`src/rtl/adcseq_pkg.sv`:
```
package adcseq_pkg;

  localparam int BUS_W    = 16;
  localparam int ADDR_W   = 5;
  localparam int SAMPLE_W = 12;

  localparam logic [ADDR_W-1:0] OFS_CTRL1  = 5'h00;
  localparam logic [ADDR_W-1:0] OFS_CTRL2  = 5'h02;
  localparam logic [ADDR_W-1:0] OFS_STATUS = 5'h04;
  localparam logic [ADDR_W-1:0] OFS_DATA   = 5'h10;

  localparam int C1_HF_IE   = 8;
  localparam int C1_GLB_IE  = 15;
  localparam int C2_LIST_EN = 9;
  localparam int C2_RES_EN  = 10;

  localparam int ST_ACTIVE  = 0;
  localparam int ST_LFULL   = 1;
  localparam int ST_REMPTY  = 2;
  localparam int ST_RHALF   = 3;
  localparam int ST_RFULL   = 4;
  localparam int ST_HF_PEND = 8;

  typedef enum logic [1:0] {
    TRIG_OFF  = 2'd0,
    TRIG_SW   = 2'd1,
    TRIG_SCAN = 2'd2,
    TRIG_EXT  = 2'd3
  } trig_mode_e;

  typedef struct packed {
    logic       diff;
    logic       unipolar;
    logic [1:0] gain;
    logic [3:0] chan;
  } list_entry_t;

  localparam int ENTRY_W = $bits(list_entry_t);

  typedef enum logic [1:0] {
    RSEL_ZERO,
    RSEL_STATUS,
    RSEL_RESULT
  } rd_sel_e;

endpackage

```
`src/rtl/adcseq_fifo.sv`:
```
module adcseq_fifo #(
  parameter int WIDTH = 12,
  parameter int DEPTH = 16
) (
  input  logic                         clk,
  input  logic                         rst,
  input  logic                         flush,
  input  logic                         push,
  input  logic [WIDTH-1:0]             din,
  input  logic                         pop,
  output logic [WIDTH-1:0]             dout,
  output logic [$clog2(DEPTH+1)-1:0]   count
);
  localparam int AW = $clog2(DEPTH);
  localparam int CW = $clog2(DEPTH+1);
  localparam logic [CW-1:0] FULL_CNT = CW'(DEPTH);

  logic [WIDTH-1:0] mem [DEPTH];
  logic [AW-1:0]    wr_ptr, rd_ptr;
  logic [CW-1:0]    cnt;
  logic             do_push, do_pop;

  assign do_push = push && !flush && (cnt != FULL_CNT);
  assign do_pop  = pop  && !flush && (cnt != '0);
  assign count   = cnt;

  // storage without reset so it maps onto RAM
  always_ff @(posedge clk) begin
    if (do_push) mem[wr_ptr] <= din;
  end

  always_ff @(posedge clk) begin
    if (rst) begin
      wr_ptr <= '0;
      rd_ptr <= '0;
      cnt    <= '0;
      dout   <= '0;
    end else if (flush) begin
      wr_ptr <= '0;
      rd_ptr <= '0;
      cnt    <= '0;
    end else begin
      if (do_push) wr_ptr <= wr_ptr + 1'b1;
      if (do_pop) begin
        rd_ptr <= rd_ptr + 1'b1;
        dout   <= mem[rd_ptr];
      end
      case ({do_push, do_pop})
        2'b10:   cnt <= cnt + 1'b1;
        2'b01:   cnt <= cnt - 1'b1;
        default: cnt <= cnt;
      endcase
    end
  end


  no_overflow_chk: assert property (@(posedge clk) disable iff (rst)
    cnt <= FULL_CNT);


  empty_pop_chk: assert property (@(posedge clk) disable iff (rst)
    (pop && !push && !flush && cnt == '0) |=> (cnt == '0 && $stable(dout)));


  flush_empty_chk: assert property (@(posedge clk) disable iff (rst)
    flush |=> (cnt == '0));

endmodule

```
`src/rtl/adcseq_seq.sv`:
```
module adcseq_seq
  import adcseq_pkg::*;
(
  input  logic        clk,
  input  logic        rst,
  input  logic        trig,
  input  logic        list_empty,
  input  list_entry_t list_head,
  input  logic        abort,
  input  logic        conv_done,
  output logic        list_pop,
  output logic        res_push,
  output logic        conv_req,
  output list_entry_t conv_entry,
  output logic        active
);
  typedef enum logic [1:0] {S_IDLE, S_FETCH, S_REQ} seq_state_e;

  seq_state_e state;
  list_entry_t entry_q;
  logic req_q;

  assign list_pop   = trig && (state == S_IDLE) && !list_empty && !abort;
  assign res_push   = (state == S_REQ) && conv_done && !abort;
  assign conv_req   = req_q;
  assign conv_entry = entry_q;
  assign active     = (state != S_IDLE);

  always_ff @(posedge clk) begin
    if (rst) begin
      state   <= S_IDLE;
      req_q   <= 1'b0;
      entry_q <= '0;
    end else if (abort) begin
      state <= S_IDLE;
      req_q <= 1'b0;
    end else begin
      case (state)
        S_IDLE: if (list_pop) state <= S_FETCH;
        S_FETCH: begin
          entry_q <= list_head;
          req_q   <= 1'b1;
          state   <= S_REQ;
        end
        S_REQ: if (conv_done) begin
          req_q <= 1'b0;
          state <= S_IDLE;
        end
        default: state <= S_IDLE;
      endcase
    end
  end


  req_hold_chk: assert property (@(posedge clk) disable iff (rst)
    (conv_req && !conv_done && !abort) |=> (conv_req && $stable(conv_entry)));


  abort_drop_chk: assert property (@(posedge clk) disable iff (rst)
    abort |=> (!conv_req && !active));


  busy_no_pop_chk: assert property (@(posedge clk) disable iff (rst)
    (state != S_IDLE) |-> !list_pop);

endmodule

```
`src/rtl/adcseq_irq.sv`:
```
module adcseq_irq (
  input  logic clk,
  input  logic rst,
  input  logic half_full,
  input  logic hf_en,
  input  logic glb_en,
  input  logic clr,
  output logic pending,
  output logic irq
);
  logic hf_q, set_ev, pend_d;

  assign set_ev = half_full && !hf_q && hf_en;
  // a new event wins over a clear in the same cycle
  assign pend_d = set_ev || (pending && !clr);

  always_ff @(posedge clk) begin
    if (rst) begin
      hf_q    <= 1'b0;
      pending <= 1'b0;
      irq     <= 1'b0;
    end else begin
      hf_q    <= half_full;
      pending <= pend_d;
      irq     <= pend_d && glb_en;
    end
  end


  clr_pending_chk: assert property (@(posedge clk) disable iff (rst)
    (clr && !set_ev) |=> !pending);


  irq_gate_chk: assert property (@(posedge clk) disable iff (rst)
    irq |-> pending);

endmodule

```
`src/rtl/adcseq_ctrl.sv`:
```
module adcseq_ctrl
  import adcseq_pkg::*;
#(
  parameter int LIST_DEPTH = 16,
  parameter int RES_DEPTH  = 16
) (
  input  logic                clk,
  input  logic                rst,
  input  logic                bus_en,
  input  logic                bus_we,
  input  logic [ADDR_W-1:0]   bus_addr,
  input  logic [BUS_W-1:0]    bus_wdata,
  output logic [BUS_W-1:0]    bus_rdata,
  input  logic                ext_trig,
  output logic                conv_req,
  output logic [3:0]          conv_chan,
  output logic [1:0]          conv_gain,
  output logic                conv_unipolar,
  output logic                conv_diff,
  input  logic                conv_done,
  input  logic [SAMPLE_W-1:0] conv_result,
  output logic                irq
);
  localparam int LCW = $clog2(LIST_DEPTH+1);
  localparam int RCW = $clog2(RES_DEPTH+1);
  localparam logic [LCW-1:0] LIST_FULL = LCW'(LIST_DEPTH);
  localparam logic [RCW-1:0] RES_FULL  = RCW'(RES_DEPTH);
  localparam logic [RCW-1:0] RES_HALF  = RCW'(RES_DEPTH/2);
  localparam logic [SAMPLE_W-1:0] SIGN_FLIP = {1'b1, {(SAMPLE_W-1){1'b0}}};

  // register bus decode
  logic wr_c1, wr_c2, wr_st, wr_list, rd_start, rd_st, rd_res;
  assign wr_c1    = bus_en &&  bus_we && bus_addr == OFS_CTRL1;
  assign wr_c2    = bus_en &&  bus_we && bus_addr == OFS_CTRL2;
  assign wr_st    = bus_en &&  bus_we && bus_addr == OFS_STATUS;
  assign wr_list  = bus_en &&  bus_we && bus_addr == OFS_DATA;
  assign rd_start = bus_en && !bus_we && bus_addr == OFS_CTRL1;
  assign rd_st    = bus_en && !bus_we && bus_addr == OFS_STATUS;
  assign rd_res   = bus_en && !bus_we && bus_addr == OFS_DATA;

  trig_mode_e mode;
  logic hf_ie, glb_ie, list_en, res_en;

  always_ff @(posedge clk) begin
    if (rst) begin
      mode    <= TRIG_OFF;
      hf_ie   <= 1'b0;
      glb_ie  <= 1'b0;
      list_en <= 1'b0;
      res_en  <= 1'b0;
    end else begin
      if (wr_c1) begin
        mode   <= trig_mode_e'(bus_wdata[1:0]);
        hf_ie  <= bus_wdata[C1_HF_IE];
        glb_ie <= bus_wdata[C1_GLB_IE];
      end
      if (wr_c2) begin
        list_en <= bus_wdata[C2_LIST_EN];
        res_en  <= bus_wdata[C2_RES_EN];
      end
    end
  end

  // trigger sources
  logic ext_q, ext_rise, trig, abort;
  always_ff @(posedge clk) begin
    if (rst) ext_q <= 1'b0;
    else     ext_q <= ext_trig;
  end
  assign ext_rise = ext_trig && !ext_q;
  assign trig  = (mode == TRIG_SW  && rd_start) ||
                 (mode == TRIG_EXT && ext_rise);
  assign abort = wr_c1 && (bus_wdata[1:0] == 2'b00);

  // channel list
  logic [LCW-1:0]     list_cnt;
  logic [ENTRY_W-1:0] list_dout;
  logic               list_pop;

  adcseq_fifo #(.WIDTH(ENTRY_W), .DEPTH(LIST_DEPTH)) u_list (
    .clk   (clk),
    .rst   (rst),
    .flush (!list_en),
    .push  (wr_list),
    .din   (bus_wdata[ENTRY_W-1:0]),
    .pop   (list_pop),
    .dout  (list_dout),
    .count (list_cnt)
  );

  // sequencer
  list_entry_t cur_entry;
  logic res_push, active;

  adcseq_seq u_seq (
    .clk        (clk),
    .rst        (rst),
    .trig       (trig),
    .list_empty (list_cnt == '0),
    .list_head  (list_entry_t'(list_dout)),
    .abort      (abort),
    .conv_done  (conv_done),
    .list_pop   (list_pop),
    .res_push   (res_push),
    .conv_req   (conv_req),
    .conv_entry (cur_entry),
    .active     (active)
  );

  assign conv_chan     = cur_entry.chan;
  assign conv_gain     = cur_entry.gain;
  assign conv_unipolar = cur_entry.unipolar;
  assign conv_diff     = cur_entry.diff;

  // result queue
  logic [RCW-1:0]      res_cnt;
  logic [SAMPLE_W-1:0] res_dout;

  adcseq_fifo #(.WIDTH(SAMPLE_W), .DEPTH(RES_DEPTH)) u_res (
    .clk   (clk),
    .rst   (rst),
    .flush (!res_en),
    .push  (res_push),
    .din   (conv_result ^ SIGN_FLIP),
    .pop   (rd_res),
    .dout  (res_dout),
    .count (res_cnt)
  );

  // interrupt
  logic res_half, hf_pend;
  assign res_half = (res_cnt >= RES_HALF);

  adcseq_irq u_irq (
    .clk       (clk),
    .rst       (rst),
    .half_full (res_half),
    .hf_en     (hf_ie),
    .glb_en    (glb_ie),
    .clr       (wr_st),
    .pending   (hf_pend),
    .irq       (irq)
  );

  // status and read path
  logic [BUS_W-1:0] status_w, status_q;
  rd_sel_e rsel_q;

  always_comb begin
    status_w             = '0;
    status_w[ST_ACTIVE]  = active;
    status_w[ST_LFULL]   = (list_cnt == LIST_FULL);
    status_w[ST_REMPTY]  = (res_cnt == '0);
    status_w[ST_RHALF]   = res_half;
    status_w[ST_RFULL]   = (res_cnt == RES_FULL);
    status_w[ST_HF_PEND] = hf_pend;
  end

  always_ff @(posedge clk) begin
    if (rst) begin
      rsel_q   <= RSEL_ZERO;
      status_q <= '0;
    end else begin
      if (rd_st)       rsel_q <= RSEL_STATUS;
      else if (rd_res) rsel_q <= RSEL_RESULT;
      else             rsel_q <= RSEL_ZERO;
      if (rd_st) status_q <= status_w;
    end
  end

  always_comb begin
    case (rsel_q)
      RSEL_STATUS: bus_rdata = status_q;
      RSEL_RESULT: bus_rdata = {{(BUS_W-SAMPLE_W){1'b0}}, res_dout};
      default:     bus_rdata = '0;
    endcase
  end


  mode_gate_chk: assert property (@(posedge clk) disable iff (rst)
    (mode == TRIG_OFF || mode == TRIG_SCAN) |-> !list_pop);


  list_disabled_chk: assert property (@(posedge clk) disable iff (rst)
    (!list_en && $past(!list_en)) |-> (list_cnt == '0));

endmodule

```
`config.mk`:
```
export PLATFORM = sky130hd
export DESIGN_NAME = adcseq_ctrl
export DESIGN_NICKNAME = d
export VERILOG_FILES = /design/src/rtl/adcseq_pkg.sv /design/src/rtl/adcseq_fifo.sv /design/src/rtl/adcseq_seq.sv /design/src/rtl/adcseq_irq.sv /design/src/rtl/adcseq_ctrl.sv
export SDC_FILE = /design/constraint.sdc
export NUM_CORES = 1
export LEC_CHECK = 0
export BUFFER_PORTS_ARGS = -buffer_cell sky130_fd_sc_hd__buf_2
export CAP_MARGIN = 20
export CORE_ASPECT_RATIO = 2
export CORE_MARGIN = 2
export CORE_UTILIZATION = 25
export CTS_BUF_LIST = sky130_fd_sc_hd__clkbuf_8 sky130_fd_sc_hd__clkbuf_16
export CTS_CLUSTER_SIZE = 28
export DETAILED_ROUTE_END_ITERATION = 12
export GPL_TIMING_DRIVEN = 1
export HOLD_SLACK_MARGIN = 0.05
export PLACE_DENSITY = 0.44
export RECOVER_POWER = 100
export SYNTH_ARGS = -nofsm -noshare
export SYNTH_HDL_FRONTEND = slang
export SYNTH_SLANG_ARGS = --single-unit
```
`constraint.sdc`:
```
create_clock -name clk -period 2.86 [get_ports clk]
set_clock_uncertainty 0.1 [all_clocks]
set_input_delay 0.143 -clock clk [delete_from_list [all_inputs] [get_ports clk]]
set_output_delay 0.143 -clock clk [all_outputs]
set_load 0.05 [all_outputs]
```
=== Word level (Yosys, flattened, before mapping) ===
Memory sizes are Yosys's and may differ from the RTL's. A register that Yosys moved wholly into a read port is not among the register bits.
Index checks and enable logic that the tools add are counted.

* Flip-flop bits (word level): 55
* Memory bits (writable): 320
* Word-level logic and storage cells: 130
* Memories kept: 2

* Add/subtract/negate cells: 8
* $lt $le $gt $ge: 1
* Eq/ne operators: 19
* Muxes and demuxes: 14
* Bitwise gates (word level): 4
* Reductions and logical operators: 58

{| class="wikitable"
|+ Memory list
! memory !! depth !! width !! rd ports !! clocked after memory_dff !! write ports !! RTL line !! RTL
|-
| u_res.mem || 16 || 12 || 1 || 1 || 1 || adcseq_fifo.sv:18 || <nowiki>logic [WIDTH-1:0] mem [DEPTH];</nowiki>
|-
| u_list.mem || 16 || 8 || 1 || 1 || 1 || adcseq_fifo.sv:18 ||
|}

{| class="wikitable"
|+ Operator list
! operator !! count
|-
| $logic_and 1x1->1 || 30
|-
| $pmux 12 s2 || 1
|-
| $pmux 5 s2 || 2
|-
| $add 4x1->4 const B || 4
|-
| $eq 5x5->1 const B || 3
|-
| $logic_not 5->1 || 3
|-
| $add 5x1->5 const B || 2
|-
| $eq 2x1->1 const B || 5
|-
| $eq 2x2->1 const B || 5
|-
| $ne 5x5->1 const B || 2
|-
| $reduce_and 2->1 || 5
|-
| $reduce_bool 5->1 || 2
|-
| $sub 5x1->5 const B || 2
|-
| $reduce_bool 2->1 || 4
|-
| $reduce_or 2->1 || 4
|-
| $logic_not 1->1 || 6
|-
| $mux 1 || 6
|-
| $mux 2 || 3
|-
| $pmux 2 s3 || 1
|-
| $eq 5x2->1 const B || 1
|-
| $eq 5x3->1 const B || 1
|-
| $ge 5x4->1 const B || 1
|-
| $logic_not 2->1 || 2
|-
| $ne 2x2->1 const B || 2
|-
| 3 further kinds || 7
|}

=== Longest topological paths before layout ===
* Depth in word-level cells: 12
* Mapped depth: 12
* Depth with buffers taken out: 11

=== By module ===
A second synthesis with hierarchy kept.

* Cell total of the unflattened synthesis: 1070
* Area total of the unflattened synthesis: 16329.4 µm²

{| class="wikitable"
|+ Modules (own cells, without submodules)
! module !! instances !! cells an instance !! area an instance (µm²) !! seq. area each (µm²)
|-
| adcseq_fifo at u_res || 1 || 498 || 8662.1 || 6266.0
|-
| adcseq_fifo at u_list || 1 || 400 || 6135.9 || 4264.1
|-
| adcseq_ctrl || 1 || 113 || 919.6 || 300.3
|-
| adcseq_seq || 1 || 50 || 515.5 || 220.2
|-
| adcseq_irq || 1 || 9 || 96.3 || 60.1
|}

=== Worst setup path after synthesis ===
Ideal clock, no wire load.

* Kind: register to register
* From: register u_list.cnt[0] (netlist: u_list.count[0])
* To: register u_list.cnt[4] (netlist: u_list.count[4])
* Arrival: 2.938 ns
* Slack: -0.248 ns
* Cell stages (with the launch flop): 12
* Path buffers: 1
* Period minus slack after synthesis: 3.108 ns
* Path through: dfxtp_1 or4_1 o221ai_1 nor4_4 buf_6 ha_1 fa_1 a21o_1 a21oi_1 xor2_1 or3_1 a21oi_1

* Longest elaborated chain between the ends: 8
* Elaborated cells on any way between the ends: 15

{| class="wikitable"
|+ Ends and longest elaborated chain
! element !! RTL line !! RTL
|-
| start: declaration || adcseq_fifo.sv:20 || <nowiki>logic [CW-1:0] cnt;</nowiki>
|-
| start signal: assignment || adcseq_fifo.sv:49 || <nowiki>2'b10: cnt <= cnt + 1'b1;</nowiki>
|-
| start signal: assignment || adcseq_fifo.sv:50 || <nowiki>2'b01: cnt <= cnt - 1'b1;</nowiki>
|-
| start signal: assignment || adcseq_fifo.sv:51 || <nowiki>default: cnt <= cnt;</nowiki>
|-
| $logic_not 5->1 || adcseq_ctrl.sv:99 || <nowiki>.list_empty (list_cnt == '0),</nowiki>
|-
| $logic_not 1->1 || adcseq_seq.sv:23 || <nowiki>assign list_pop = trig && (state == S_IDLE) && !list_empty && !abort;</nowiki>
|-
| $logic_and 1x1->1 (2 in series) || adcseq_seq.sv:23 ||
|-
| $logic_and 1x1->1 || adcseq_fifo.sv:24 || <nowiki>assign do_pop = pop && !flush && (cnt != '0);</nowiki>
|-
| $logic_and 1x1->1 (*) || adcseq_fifo.sv:24 ||
|-
| named net u_list.do_pop || adcseq_fifo.sv:21 || <nowiki>logic do_push, do_pop;</nowiki>
|-
| $eq 2x1->1 or $eq 2x2->1 (tied branches) || adcseq_fifo.sv:48 || <nowiki>case ({do_push, do_pop})</nowiki>
|-
| $pmux 5 s2 or $reduce_bool 2->1 (tied branches) || -- ||
|}

The timed path passes the listed nets; every way through them passes the cells marked *.
A chain may end at the register's enable or synchronous reset.

=== Worst setup path after layout ===
* From: register u_list.cnt[3] (netlist: u_list.count[3])
* To: register u_list.cnt[4] (netlist: u_list.count[4])

* Longest elaborated chain between the ends: 8
* Elaborated cells on any way between the ends: 15

{| class="wikitable"
|+ Ends and longest elaborated chain
! element !! RTL line
|-
| $logic_not 5->1 || adcseq_ctrl.sv:99
|-
| $logic_not 1->1 || adcseq_seq.sv:23
|-
| $logic_and 1x1->1 (2 in series) || adcseq_seq.sv:23
|-
| $logic_and 1x1->1 (2 in series) || adcseq_fifo.sv:24
|-
| $eq 2x1->1 or $eq 2x2->1 (tied branches) || adcseq_fifo.sv:48
|-
| $pmux 5 s2 or $reduce_bool 2->1 (tied branches) || --
|}

Parallel ways exist; a longest one is shown, timed or not.

==> out/metrics.yaml <==
status: "complete, no violations"
cpLargestDelayFamily: "simple AND/OR/NAND/NOR gates"
drive_above_1_share: 0.207
maxCapViolCount: 0
die_area_mm2: 0.0649
antenna_cells: 0
ys_top_cells_by_area: "edfxtp_1 (61%), mux4_2 (11%), dfxtp_1 (9.6%)"
worstMarginPinSlew_ns: 1.10
initial_utilization: 0.251
ys_types: 51
synth_seq_cells: 395
synth-edff-count: 320
htreeDepth: 2
post-route-drc-count: 0
synth-seq-area-share: 0.708
nNetsFinal: 1173
crit_top_cell: "a21oi_2"
p_leak_uw: 0.00597
cts_tree: "built"
gp_congestion: 0.739
grt_pass1_wl_um: 55000
clockRootBuffer: "clkbuf_16"
yosys.area.top_type: "edfxtp_1"
grt_overflow: 0
fin_cells: 1934
drt_iter0_markers: 503
ys_warn_count: 0
max_stage_delay_ns: 0.56
gr-usage-all-layers: 0.112
hold_violations: 0
firstDrtPassIters: 4
dpl.cell_count: 1825
clkSlewWorstSetupHoldPaths_ns: 0.06
synth-async-reset-ratio: 0
grt_max_degree: 34
synth_common_cells: "edfxtp_1 (320), nor2_1 (98), mux4_2 (78)"
grt_pass1_vias: 9012
port_buffers: 56
placed_cell_area_mm2: 0.0175
fmax_mhz: 364
path_buf_inv: 0
pin_count: 65
fin_area_mm2: 0.0189
syn_inst: 938
wl_um: 36100
endpoint_kind: "register"
critical_path_required_ns: 3.23
critPathKind: "register to register"
hold_class: "input pin to register"
coreArea_mm2: 0.0625
placementRows: 130
area_growth_pct: 20.6
cp-start-kind: "register"
fillers: 6197
finalCritPeriodShare: 0.959
crit_path_max_fanout: 4
cts_buffers: 39
arrival_ns: 3.12
syn_area_mm2: 0.0157
antenna_found_initial: 4
setup_viol: 0
ys.flop_type: "edfxtp_1"
avgViaCountPerCell: 4.40
slew-limit-headroom: 0.263
clock_sinks: 395
cp_cell_sequence: "or4_4 -> o221ai_4 -> nor4_4 -> ha_4 -> fa_2 -> a21o_1 -> a21oi_2 -> xor2_1 -> or3_1 -> a21oi_2"
die_h_um: 358
clk_path_buf_depth: 3
hold-worst-slack_ns: 0.109
hpwl_um: 23900
peakVddDrop_v: 0.000351
critPathSlowestCell: "or4_4"
synth.most_common_cell: "edfxtp_1"
post_drt_wl_per_cell_um: 18.6
vias: 8514
synth.avg_cell_area_um2: 16.7
period_needed_ns: 2.74
yosys.area.top_type_share: 0.612
clkLatencyLatePin_ns: 0.55
power.density_mw_per_mm2: 607
dieWidth_um: 181
drv_slew: 0
ant_nets: 0
path summary, 6_finish.rpt:
kind                            slack, ns  depth (start not counted)             from               to
worst max-delay path                 0.12                         10  u_list.count[3]  u_list.count[4]
worst min-delay path                 0.11                          4      bus_addr[1]   u_seq.state[0]
worst max register to register       0.12                         10  u_list.count[3]  u_list.count[4]
worst min register to register       0.35                          2    u_res.dout[9]    u_res.dout[9]
metrics by stage:
| step | TNS (ns) | total power, uW | worst slack (ns) | utilization |
|---|---|---|---|---|
| global placement | 0 | 6460 | 0.0942 | 0.281 |
| finish | 0 | 11500 | 0.116 | 0.303 |
| floorplan | 0 | 6370 | 0.0125 | - |
| CTS | 0 | 11700 | 0.0377 | 0.307 |
| detailed placement | 0 | 6470 | 0.0147 | 0.281 |
| global route | -0.000713 | 11900 | -0.000713 | 0.303 |
cell type report:
class / instances / area [um2] / share of cell area
clock buffer: 40 / 1000 / 0.0529
sequential: 395 / 11100 / 0.587
inverter: 13 / 48.8 / 0.00258
clock inverter: 31 / 275 / 0.0145
tap: 792 / 991 / 0.0523
timing repair buffer: 181 / 1110 / 0.0589
multi-input combinational: 482 / 4390 / 0.232
report_power, final:
| group | switching [uW] | internal, uW | total, uW |
|---|---|---|---|
| Sequential | 0.534 | 6200 | 6200 |
| Clock | 2200 | 2930 | 5130 |
| Combinational | 115 | 51.5 | 166 |
placed cells by master (no fill, tap or decap), types with 7 or more instances in the layout:
cell,instances
xor2_1,10
and2_1,8
dfxtp_1,70
clkbuf_2,26
a22oi_1,30
nand2b_1,13
edfxtp_1,320
nand2_1,57
xnor2_1,8
nor3_1,11
mux2i_1,43
inv_1,17
a21oi_1,30
nor2_1,98
dlygate4sd3_1,36
buf_4,28
clkbuf_1,73
ha_1,18
clkinv_2,9
clkbuf_16,40
buf_2,13
mux4_2,78
nand3_1,7
what timing repair did:
item,in CTS,in global routing
endpoints found under the setup margin,1,2
resized for setup,1,9
pin swaps,0,4
setup buffers,0,2
hold buffers,36,0
endpoints found under the hold margin,337,0
worst reg2reg max path, delay by kind of cell (launching register included):
kind                     cells  cell delay (ns)
AND/OR/NAND/NOR              3             0.97
AO/OA/AOI/OAI                4             0.67
adder cells (fa/ha/maj)      2             0.53
flip-flops                   1             0.31
XOR/XNOR                     1             0.08
flip-flops by register name, indices dropped and copies added (netlist names), 5 cells and up:
signal	count
u_res.mem	192
u_list.mem	128
u_seq.conv_entry	8
u_list.count	5
u_list.dout	8
u_res.count	5
u_res.dout	12
status_q	6
cells by family after synthesis:
| family | after synthesis | share of synthesized area |
|---|---|---|
| other cells | 1 | 0.000239 |
| flops | 395 | 0.708 |
| xor+xnor | 18 | 0.0100 |
| simple gates | 231 | 0.0689 |
| compound gates | 82 | 0.0345 |
| mux | 125 | 0.142 |
| fa+ha+maj | 22 | 0.0185 |
| buf+inv | 64 | 0.0181 |
metal layers:
metal	part of all wire	vias up	global-route usage
met4	0.022	6	0.0371
li1	-	3962	-
met2	0.48	161	0.187
met5	0.0011	-	0
met3	0.047	52	0.0230
met1	0.45	4333	0.146
Power figures use the tool's default switching activity.
